--- config.mk ---
export PLATFORM = sky130hd
export DESIGN_NAME = cfg_gate_top
export DESIGN_NICKNAME = d
export VERILOG_FILES = /design/src/rtl/cfg_gate_pkg.sv /design/src/rtl/cfg_unlock.sv /design/src/rtl/cfg_bank.sv /design/src/rtl/cfg_gate_top.sv
export SDC_FILE = /design/constraint.sdc
export NUM_CORES = 2
export LEC_CHECK = 0
export BUFFER_PORTS_ARGS = -buffer_cell sky130_fd_sc_hd__buf_2
export CAP_MARGIN = 30
export CORE_UTILIZATION = 31
export CTS_CLUSTER_SIZE = 8
export DETAILED_ROUTE_END_ITERATION = 6
export PLACE_DENSITY = 0.55
export SLEW_MARGIN = 20
export SYNTH_ARGS = -nofsm -noshare
export SYNTH_HDL_FRONTEND = slang
export SYNTH_SLANG_ARGS = --single-unit
export TNS_END_PERCENT = 1
--- constraint.sdc ---
create_clock -name clk -period 8.4 [get_ports clk]
set_input_delay 0 -clock clk [delete_from_list [all_inputs] [get_ports clk]]
set_output_delay 0 -clock clk [all_outputs]
set_load 0.02 [all_outputs]
--- src/rtl/cfg_gate_pkg.sv ---
package cfg_gate_pkg;
  localparam logic [7:0] KEY_ENTER = 8'h87;
  localparam logic [7:0] KEY_EXIT  = 8'hAA;
  localparam logic [7:0] IDX_LDN   = 8'h07;
  localparam logic [7:0] IDX_BANK0 = 8'h30;
  localparam logic [7:0] IDX_ACT   = 8'h30;
  localparam logic [7:0] IDX_B0H   = 8'h60;
  localparam logic [7:0] IDX_B0L   = 8'h61;
  localparam logic [7:0] IDX_B1H   = 8'h62;
  localparam logic [7:0] IDX_B1L   = 8'h63;
  localparam logic [7:0] IDX_IRQ   = 8'h70;
  localparam logic [7:0] IDX_IRQT  = 8'h71;
  localparam logic [7:0] IDX_DMA0  = 8'h74;
  localparam logic [7:0] IDX_DMA1  = 8'h75;
  localparam logic [7:0] IDX_MODE  = 8'hF0;
  localparam logic [7:0] DMA_NONE  = 8'h04;
  localparam logic [7:0] RD_LOCKED = 8'hFF;

  typedef enum logic [1:0] {
    ST_LOCKED = 2'd0,
    ST_HALF   = 2'd1,
    ST_OPEN   = 2'd2
  } gate_st_t;
endpackage

--- src/rtl/cfg_unlock.sv ---
module cfg_unlock
  import cfg_gate_pkg::*;
(
  input  logic       clk,
  input  logic       rst,
  input  logic       idx_wr,
  input  logic [7:0] wdata,
  output logic       cfg_mode
);
  gate_st_t st_q, st_d;

  always_comb begin
    st_d = st_q;
    if (idx_wr) begin
      unique case (st_q)
        ST_LOCKED: st_d = (wdata == KEY_ENTER) ? ST_HALF : ST_LOCKED;
        ST_HALF:   st_d = (wdata == KEY_ENTER) ? ST_OPEN : ST_LOCKED;
        ST_OPEN:   st_d = (wdata == KEY_EXIT)  ? ST_LOCKED : ST_OPEN;
        default:   st_d = ST_LOCKED;
      endcase
    end
  end

  always_ff @(posedge clk) begin
    if (rst) st_q <= ST_LOCKED;
    else     st_q <= st_d;
  end

  assign cfg_mode = (st_q == ST_OPEN);
endmodule

--- src/rtl/cfg_bank.sv ---
module cfg_bank
  import cfg_gate_pkg::*;
(
  input  logic        clk,
  input  logic        rst,
  input  logic        we,
  input  logic [7:0]  idx,
  input  logic [7:0]  wdata,
  output logic [7:0]  rd_byte,
  output logic        act,
  output logic [15:0] base0,
  output logic [15:0] base1,
  output logic [7:0]  irq,
  output logic        irq_high,
  output logic        irq_level,
  output logic [7:0]  dma0,
  output logic        dma0_used,
  output logic [7:0]  dma1,
  output logic        dma1_used,
  output logic [7:0]  mode
);
  logic [7:0] irqt;

  always_ff @(posedge clk) begin
    if (rst) begin
      act   <= 1'b0;
      base0 <= '0;
      base1 <= '0;
      irq   <= '0;
      irqt  <= '0;
      dma0  <= '0;
      dma1  <= '0;
      mode  <= '0;
    end else if (we) begin
      case (idx)
        IDX_ACT:  act          <= wdata[0];
        IDX_B0H:  base0[15:8]  <= wdata;
        IDX_B0L:  base0[7:0]   <= wdata;
        IDX_B1H:  base1[15:8]  <= wdata;
        IDX_B1L:  base1[7:0]   <= wdata;
        IDX_IRQ:  irq          <= wdata;
        IDX_IRQT: irqt         <= wdata;
        IDX_DMA0: dma0         <= wdata;
        IDX_DMA1: dma1         <= wdata;
        IDX_MODE: mode         <= wdata;
        default: ;
      endcase
    end
  end

  always_comb begin
    case (idx)
      IDX_ACT:  rd_byte = {7'b0, act};
      IDX_B0H:  rd_byte = base0[15:8];
      IDX_B0L:  rd_byte = base0[7:0];
      IDX_B1H:  rd_byte = base1[15:8];
      IDX_B1L:  rd_byte = base1[7:0];
      IDX_IRQ:  rd_byte = irq;
      IDX_IRQT: rd_byte = irqt;
      IDX_DMA0: rd_byte = dma0;
      IDX_DMA1: rd_byte = dma1;
      IDX_MODE: rd_byte = mode;
      default:  rd_byte = 8'h00;
    endcase
  end

  assign irq_high  = irqt[1];
  assign irq_level = irqt[0];
  assign dma0_used = (dma0 < DMA_NONE);
  assign dma1_used = (dma1 < DMA_NONE);
endmodule

--- src/rtl/cfg_gate_top.sv ---
module cfg_gate_top
  import cfg_gate_pkg::*;
#(
  parameter int              NDEV      = 8,
  parameter int              ADDR_W    = 12,
  parameter logic [ADDR_W-1:0] BASE_ADDR = 12'h370
) (
  input  logic                 clk,
  input  logic                 rst,
  input  logic [ADDR_W-1:0]    bus_addr,
  input  logic                 wr_en,
  input  logic                 rd_en,
  input  logic [7:0]           wr_data,
  output logic [7:0]           rd_data,
  output logic                 cfg_mode,
  output logic [NDEV-1:0]      dev_active,
  output logic [NDEV*16-1:0]   dev_base0,
  output logic [NDEV*16-1:0]   dev_base1,
  output logic [NDEV*8-1:0]    dev_irq,
  output logic [NDEV-1:0]      dev_irq_high,
  output logic [NDEV-1:0]      dev_irq_level,
  output logic [NDEV*8-1:0]    dev_dma0,
  output logic [NDEV-1:0]      dev_dma0_used,
  output logic [NDEV*8-1:0]    dev_dma1,
  output logic [NDEV-1:0]      dev_dma1_used,
  output logic [NDEV*8-1:0]    dev_mode
);
  localparam int         SEL_W  = (NDEV > 1) ? $clog2(NDEV) : 1;
  localparam logic [7:0] NDEV_B = 8'(NDEV);

  logic       hit, is_idx, is_data;
  logic [7:0] idx_q, ldn_q;
  logic       ldn_ok;
  logic [7:0] sel_byte;
  logic [7:0] bank_rd [NDEV];

  assign hit     = (bus_addr[ADDR_W-1:1] == BASE_ADDR[ADDR_W-1:1]);
  assign is_idx  = hit & ~bus_addr[0];
  assign is_data = hit &  bus_addr[0];
  assign ldn_ok  = (ldn_q < NDEV_B);

  cfg_unlock u_unlock (
    .clk      (clk),
    .rst      (rst),
    .idx_wr   (wr_en & is_idx),
    .wdata    (wr_data),
    .cfg_mode (cfg_mode)
  );

  always_ff @(posedge clk) begin
    if (rst) begin
      idx_q <= '0;
      ldn_q <= '0;
    end else if (cfg_mode && wr_en) begin
      if (is_idx && wr_data != KEY_EXIT) idx_q <= wr_data;
      if (is_data && idx_q == IDX_LDN)   ldn_q <= wr_data;
    end
  end

  for (genvar d = 0; d < NDEV; d++) begin : g_bank
    logic we_d;
    assign we_d = cfg_mode & wr_en & is_data & (idx_q >= IDX_BANK0) & (ldn_q == 8'(d));

    cfg_bank u_bank (
      .clk       (clk),
      .rst       (rst),
      .we        (we_d),
      .idx       (idx_q),
      .wdata     (wr_data),
      .rd_byte   (bank_rd[d]),
      .act       (dev_active[d]),
      .base0     (dev_base0[16*d +: 16]),
      .base1     (dev_base1[16*d +: 16]),
      .irq       (dev_irq[8*d +: 8]),
      .irq_high  (dev_irq_high[d]),
      .irq_level (dev_irq_level[d]),
      .dma0      (dev_dma0[8*d +: 8]),
      .dma0_used (dev_dma0_used[d]),
      .dma1      (dev_dma1[8*d +: 8]),
      .dma1_used (dev_dma1_used[d]),
      .mode      (dev_mode[8*d +: 8])
    );
  end

  always_comb begin
    if (idx_q == IDX_LDN)                  sel_byte = ldn_q;
    else if (idx_q >= IDX_BANK0 && ldn_ok) sel_byte = bank_rd[ldn_q[SEL_W-1:0]];
    else                                   sel_byte = 8'h00;
  end

  always_ff @(posedge clk) begin
    if (rst)                rd_data <= RD_LOCKED;
    else if (rd_en && hit)  rd_data <= !cfg_mode ? RD_LOCKED : (bus_addr[0] ? sel_byte : idx_q);
  end
endmodule

==> parameters.txt <==
Parameter                              Value

Critical path
  Critical path data arrival time ... 5.30 ns
  Highest-delay cell along the critical path ... sky130_fd_sc_hd__a311oi_1
  Critical path peak fanout ... 33
  Destination of the worst register-to-register timing path ... rd_data[5]
  Kind of cell adding the most delay to the critical path ... buffers and inverters
  Count of buffer and inverter cells on the critical path ... 3
  Critical-path cell list ... buf_4 -> nor4b_2 -> buf_4 -> and2_2 -> buf_4 -> a221oi_1 -> and3_1 -> a311oi_1 -> nor3_1 -> o31ai_1
  Critical Path RT ... 8.96 ns
  Register-to-register setup slack ... 3.66 ns
  Worst R2R Start ... idx_q[4]
  Cell depth of the worst setup path ... 10
  Worst Setup EP ... rd_data[5]
  Critical path class ... flop to flop
  Launching element of the worst setup path ... idx_q[4]
  Type of element capturing the critical path ... flop
  Crit start category ... flop
  Longest individual stage delay on the worst path ... 0.66 ns
  Depth of the most critical reg-to-reg path ... 10
  Most common cell on crit path ... sky130_fd_sc_hd__buf_4

Synthesis
  Syn_area_per_cell ... 9.55 sq um
  Synth Area in Adders ... 0%
  Area share of and/or/nand/nor cells after synthesis ... 17.6%
  Primary flip-flop cell chosen by synthesis mapping ... sky130_fd_sc_hd__dfxtp_1
  Proportion of register bits with asynchronous set or reset after synthesis ... 0%
  Combinational family with the most area after synthesis ... multiplexers
  Mux cell area share after synthesis ... 22.8%
  Share of Yosys cell area claimed by the top area cell type ... 43.5%
  Count of state elements after synthesis ... 610
  Count of mapped cells out of synthesis ... 2,937
  Unique masters post-synth ... 77
  Synth warnings ... 0
  Top post-synthesis cells by area ... sky130_fd_sc_hd__dfxtp_1 44%, sky130_fd_sc_hd__mux2i_1 21%, sky130_fd_sc_hd__nor2_1 8.2%
  Cell type with the largest total area after synthesis ... sky130_fd_sc_hd__dfxtp_1
  Cell Area, Synth ... 28,100 sq um
  Compound-Gate Fraction of Synth Area ... 11.2%
  Xor and xnor fraction of the mapped netlist area ... 0%
  Post-synth EDFFs ... 0
  Register area share after synthesis ... 43.5%
  Post-synthesis net count ... 2,961

Min path
  Tightest Hold Check Type ... primary input to flop

Detailed routing
  Detailed-routing iteration count for the pre-antenna-repair pass ... 7
  Remaining number of nets flagged by the antenna check after routing ... 0
  Post-route DRC violation count ... 3
  Number of vias in the routed layout ... 25.7k
  Post-DR wirelength/cell ... 30.3 microns
  Initial DRC count ... 2,771
  Post-detailed-routing wire length ... 139,000 microns
  Detail-routed via count per cell ... 5.60

Layout
  Area taken by multi-input logic gates ... 14,600 sq um
  Share of layout cells above drive strength 1 ... 26.1%
  Fillers ... 9,079
  Layout-stage area growth over the synthesis result ... 21.9%
  Nets ... 3,426
  FF/Latch Area ... 12,200 sq um

STA
  Number of hold violations in the final report ... 0
  Setup total negative slack ... 0 ns
  Fmax ... 0.211 GHz
  PnR worst setup slack ... 3.66 ns
  Tightest slew margin relative to the limit ... 34.9%
  Clock period minus final worst setup slack ... 4.74 ns
  Unrepaired setup endpoints after global routing ... false
  Largest clock skew in the final design ... 0.0225 ns
  Fraction of the cycle the final worst path needs ... 56.4%
  Setup violators final ... 0
  Worst Max-Slew Pin Slew ... 0.976 ns
  Max Transition Viols Final ... 0

Power
  Int Pwr ... 4830 uW
  Leakage ... 0.0153 uW
  Power consumption ... 6270 uW
  Total power divided by cell area ... 183 nW/um^2
  Flop pwr share ... 46.2%
  Switching part of the total power ... 23.0%
  Power share of the combinational group ... 2.5%
  Clock power frac ... 51.3%
  Largest voltage drop on the vdd net ... 0.132 mV
  Net Switching ... 1440 uW

Clock network
  Clock buffer count from CTS ... 87
  Number of buffers on the longest clock path ... 3
  H-tree levels ... 3
  CTS tree ... done
  Postcts setup bufs ... 0
  Root cell of the clock tree ... sky130_fd_sc_hd__clkbuf_16
  Clock Sink Count ... 610
  Clock edge transition at the registers on the reported setup and hold paths ... 0.05 ns
  Latest clock arrival within the worst-skew pair ... 0.65 ns

Global routing
  Vias in the first global route ... 24.1k
  Maximum number of pins on one net before global-route repair ... 122
  GRT Total Usage ... 29.1%
  Global-route wire length before repair ... 191,000 microns
  Number of antenna violations at the first check in global routing ... 5
  Grt ovf ... 0

Placed design
  Global placer's final weighted congestion ... 0.891
  Post-place setup slack ... 3.85 ns
  Port Buffer Count ... 584
  Dpl hpwl ... 97,200 microns

Status
  Failing checks ... DRC
  Run status ... complete, but fails checks

Floorplan
  Total core area ... 89,100 sq um
  Die extent in y ... 303 microns
  Number of rows in the core area ... 109
  Die width ... 303 microns
  Die outline area ... 91,700 sq um
  Number of primary I/O pins ... 585
  Initial Utilization ... 31.5%

Run
  Maxcap violations ... 0
==> cell usage in the layout, fill, tap and decap left out, types with 32 or more instances in the layout <==
cell type,instances
sky130_fd_sc_hd__dfxtp_1,606
sky130_fd_sc_hd__mux2_2,41
sky130_fd_sc_hd__clkbuf_16,90
sky130_fd_sc_hd__mux2i_1,592
sky130_fd_sc_hd__nand2_1,98
sky130_fd_sc_hd__nor2_1,610
sky130_fd_sc_hd__nand3_1,38
sky130_fd_sc_hd__a221oi_1,35
sky130_fd_sc_hd__buf_2,576
sky130_fd_sc_hd__nor3_1,40
sky130_fd_sc_hd__nand2_8,36
sky130_fd_sc_hd__a22o_1,36
sky130_fd_sc_hd__nor2_2,32
sky130_fd_sc_hd__a22oi_1,87
sky130_fd_sc_hd__o21ai_0,50
sky130_fd_sc_hd__buf_4,70
sky130_fd_sc_hd__a21oi_1,74
==> routing by layer <==
layer / wire [microns] / global-route usage, %
met2: 64300 / 46.5
met5: 30 / 0
met3: 11300 / 6.84
met1: 57600 / 37.6
met4: 5510 / 11.8
==> sequential cells by signal (all words and copies together) (netlist names), 64 cells and up <==
register and cells:
g_bank.u_bank.dma1 64, g_bank.u_bank.base0 128, g_bank.u_bank.mode 64, g_bank.u_bank.base1 128, g_bank.u_bank.dma0 64, g_bank.u_bank.irq 64, g_bank.u_bank.irqt 64
==> cell usage after synthesis, types with 5 or more instances <==
library cell / number
sky130_fd_sc_hd__mux2_2: 41
sky130_fd_sc_hd__buf_1: 37
sky130_fd_sc_hd__nand2b_1: 9
sky130_fd_sc_hd__nand3_1: 38
sky130_fd_sc_hd__dlygate4sd1_1: 6
sky130_fd_sc_hd__nand2_8: 36
sky130_fd_sc_hd__dfxtp_1: 610
sky130_fd_sc_hd__buf_2: 29
sky130_fd_sc_hd__and3_1: 21
sky130_fd_sc_hd__a21oi_1: 74
sky130_fd_sc_hd__o31ai_1: 7
sky130_fd_sc_hd__nand4_1: 9
sky130_fd_sc_hd__nor2_1: 611
sky130_fd_sc_hd__a22oi_1: 87
sky130_fd_sc_hd__a2111oi_0: 9
sky130_fd_sc_hd__buf_4: 52
sky130_fd_sc_hd__a211o_1: 6
sky130_fd_sc_hd__nand2_1: 98
sky130_fd_sc_hd__nor4_1: 6
sky130_fd_sc_hd__nor4bb_1: 5
sky130_fd_sc_hd__nand3b_1: 9
sky130_fd_sc_hd__or4_1: 18
sky130_fd_sc_hd__o21ai_0: 50
sky130_fd_sc_hd__mux2i_1: 592
sky130_fd_sc_hd__a22o_1: 36
sky130_fd_sc_hd__a221o_1: 13
sky130_fd_sc_hd__nor2_2: 32
sky130_fd_sc_hd__clkbuf_1: 156
sky130_fd_sc_hd__a221oi_1: 35
sky130_fd_sc_hd__o22ai_1: 14
sky130_fd_sc_hd__a211oi_1: 13
sky130_fd_sc_hd__o2bb2ai_1: 11
sky130_fd_sc_hd__a222oi_1: 21
sky130_fd_sc_hd__a31oi_1: 11
sky130_fd_sc_hd__nor3_1: 42
sky130_fd_sc_hd__nor2b_1: 9
==> tightest hold or removal path: cells and delay by family <==
kind / cells / cell delay, ns
AOI/OAI and AO/OA: 1 / 0.06
buffers and inverters: 2 / 0.37
and+or+nand+nor: 1 / 0.14
==> final cells by class <==
type / count / share of cell area [%]
repair buffers: 659 / 10.5
clock inverters: 5 / 0.212
well taps: 1165 / 4.26
clock buffers: 95 / 6.64
diodes: 3 / 0.0219
multi-input cells: 2040 / 42.6
inverters: 4 / 0.0439
flip-flops and latches: 610 / 35.7
==> cells by family (layout without fill, tap and decap cells) <==
kind of cell           after synthesis  in the layout
AND/OR/NAND/NOR                    977            977
multiplexers                       634            634
flip-flops                         610            610
AO/OA/AOI/OAI                      429            429
buffers and inverters              287            763
other                                0              3
==> power by group through the flow <==
stage / Combinational (uW) / Sequential [uW] / Clock [uW]
detailed placement: 144 / 2960 / 0
global placement: 144 / 2960 / 0
finish: 155 / 2900 / 3220
global route: 157 / 2890 / 3380
CTS: 148 / 2900 / 3260
floorplan: 85.3 / 2960 / 0
==> what timing repair did <==
item / 4_1_cts / 5_1_grt
endpoints found under the setup margin: 0 / 0
hold buffers: 9 / 0
gates resized for setup: 0 / 0
hold endpoints to repair: 287 / 0
==> per-stage QoR <==
| stage | instances | instance area [sq um] | hold WS (ns) | utilization [%] |
|---|---|---|---|---|
| after floorplan | 2937 | 28100 | 0.229 | - |
| after global placement | 4466 | 31700 | 0.449 | 35.6 |
| after detailed placement | 4467 | 31700 | 0.451 | 35.6 |
| after CTS | 4576 | 34200 | 0.00495 | 38.3 |
| after global routing | 4579 | 34200 | 0.0305 | 38.4 |
| final | 4581 | 34200 | 0.00642 | 38.4 |
==> worst min-delay path by stage <==
| stage | start | endpoint | slack [ns] | cells after the start |
|---|---|---|---|---|
| 2_1_floorplan | bus_addr[0] | u_unlock.st_q[0] | 0.23 | 3 |
| 3_3_place_gp | g_bank[7].u_bank.base1[0] | dev_base1[112] | 0.45 | 1 |
| 3_5_place_dp | g_bank[7].u_bank.base1[4] | dev_base1[116] | 0.45 | 1 |
| 4_1_cts | wr_data[4] | g_bank[7].u_bank.base1[12] | 0.005 | 4 |
| 5_1_grt | wr_data[4] | g_bank[7].u_bank.base1[12] | 0.03 | 4 |
| 6_report | wr_data[4] | g_bank[7].u_bank.base1[12] | 0.006 | 4 |
No activity file was read; power rests on OpenSTA's default activity.
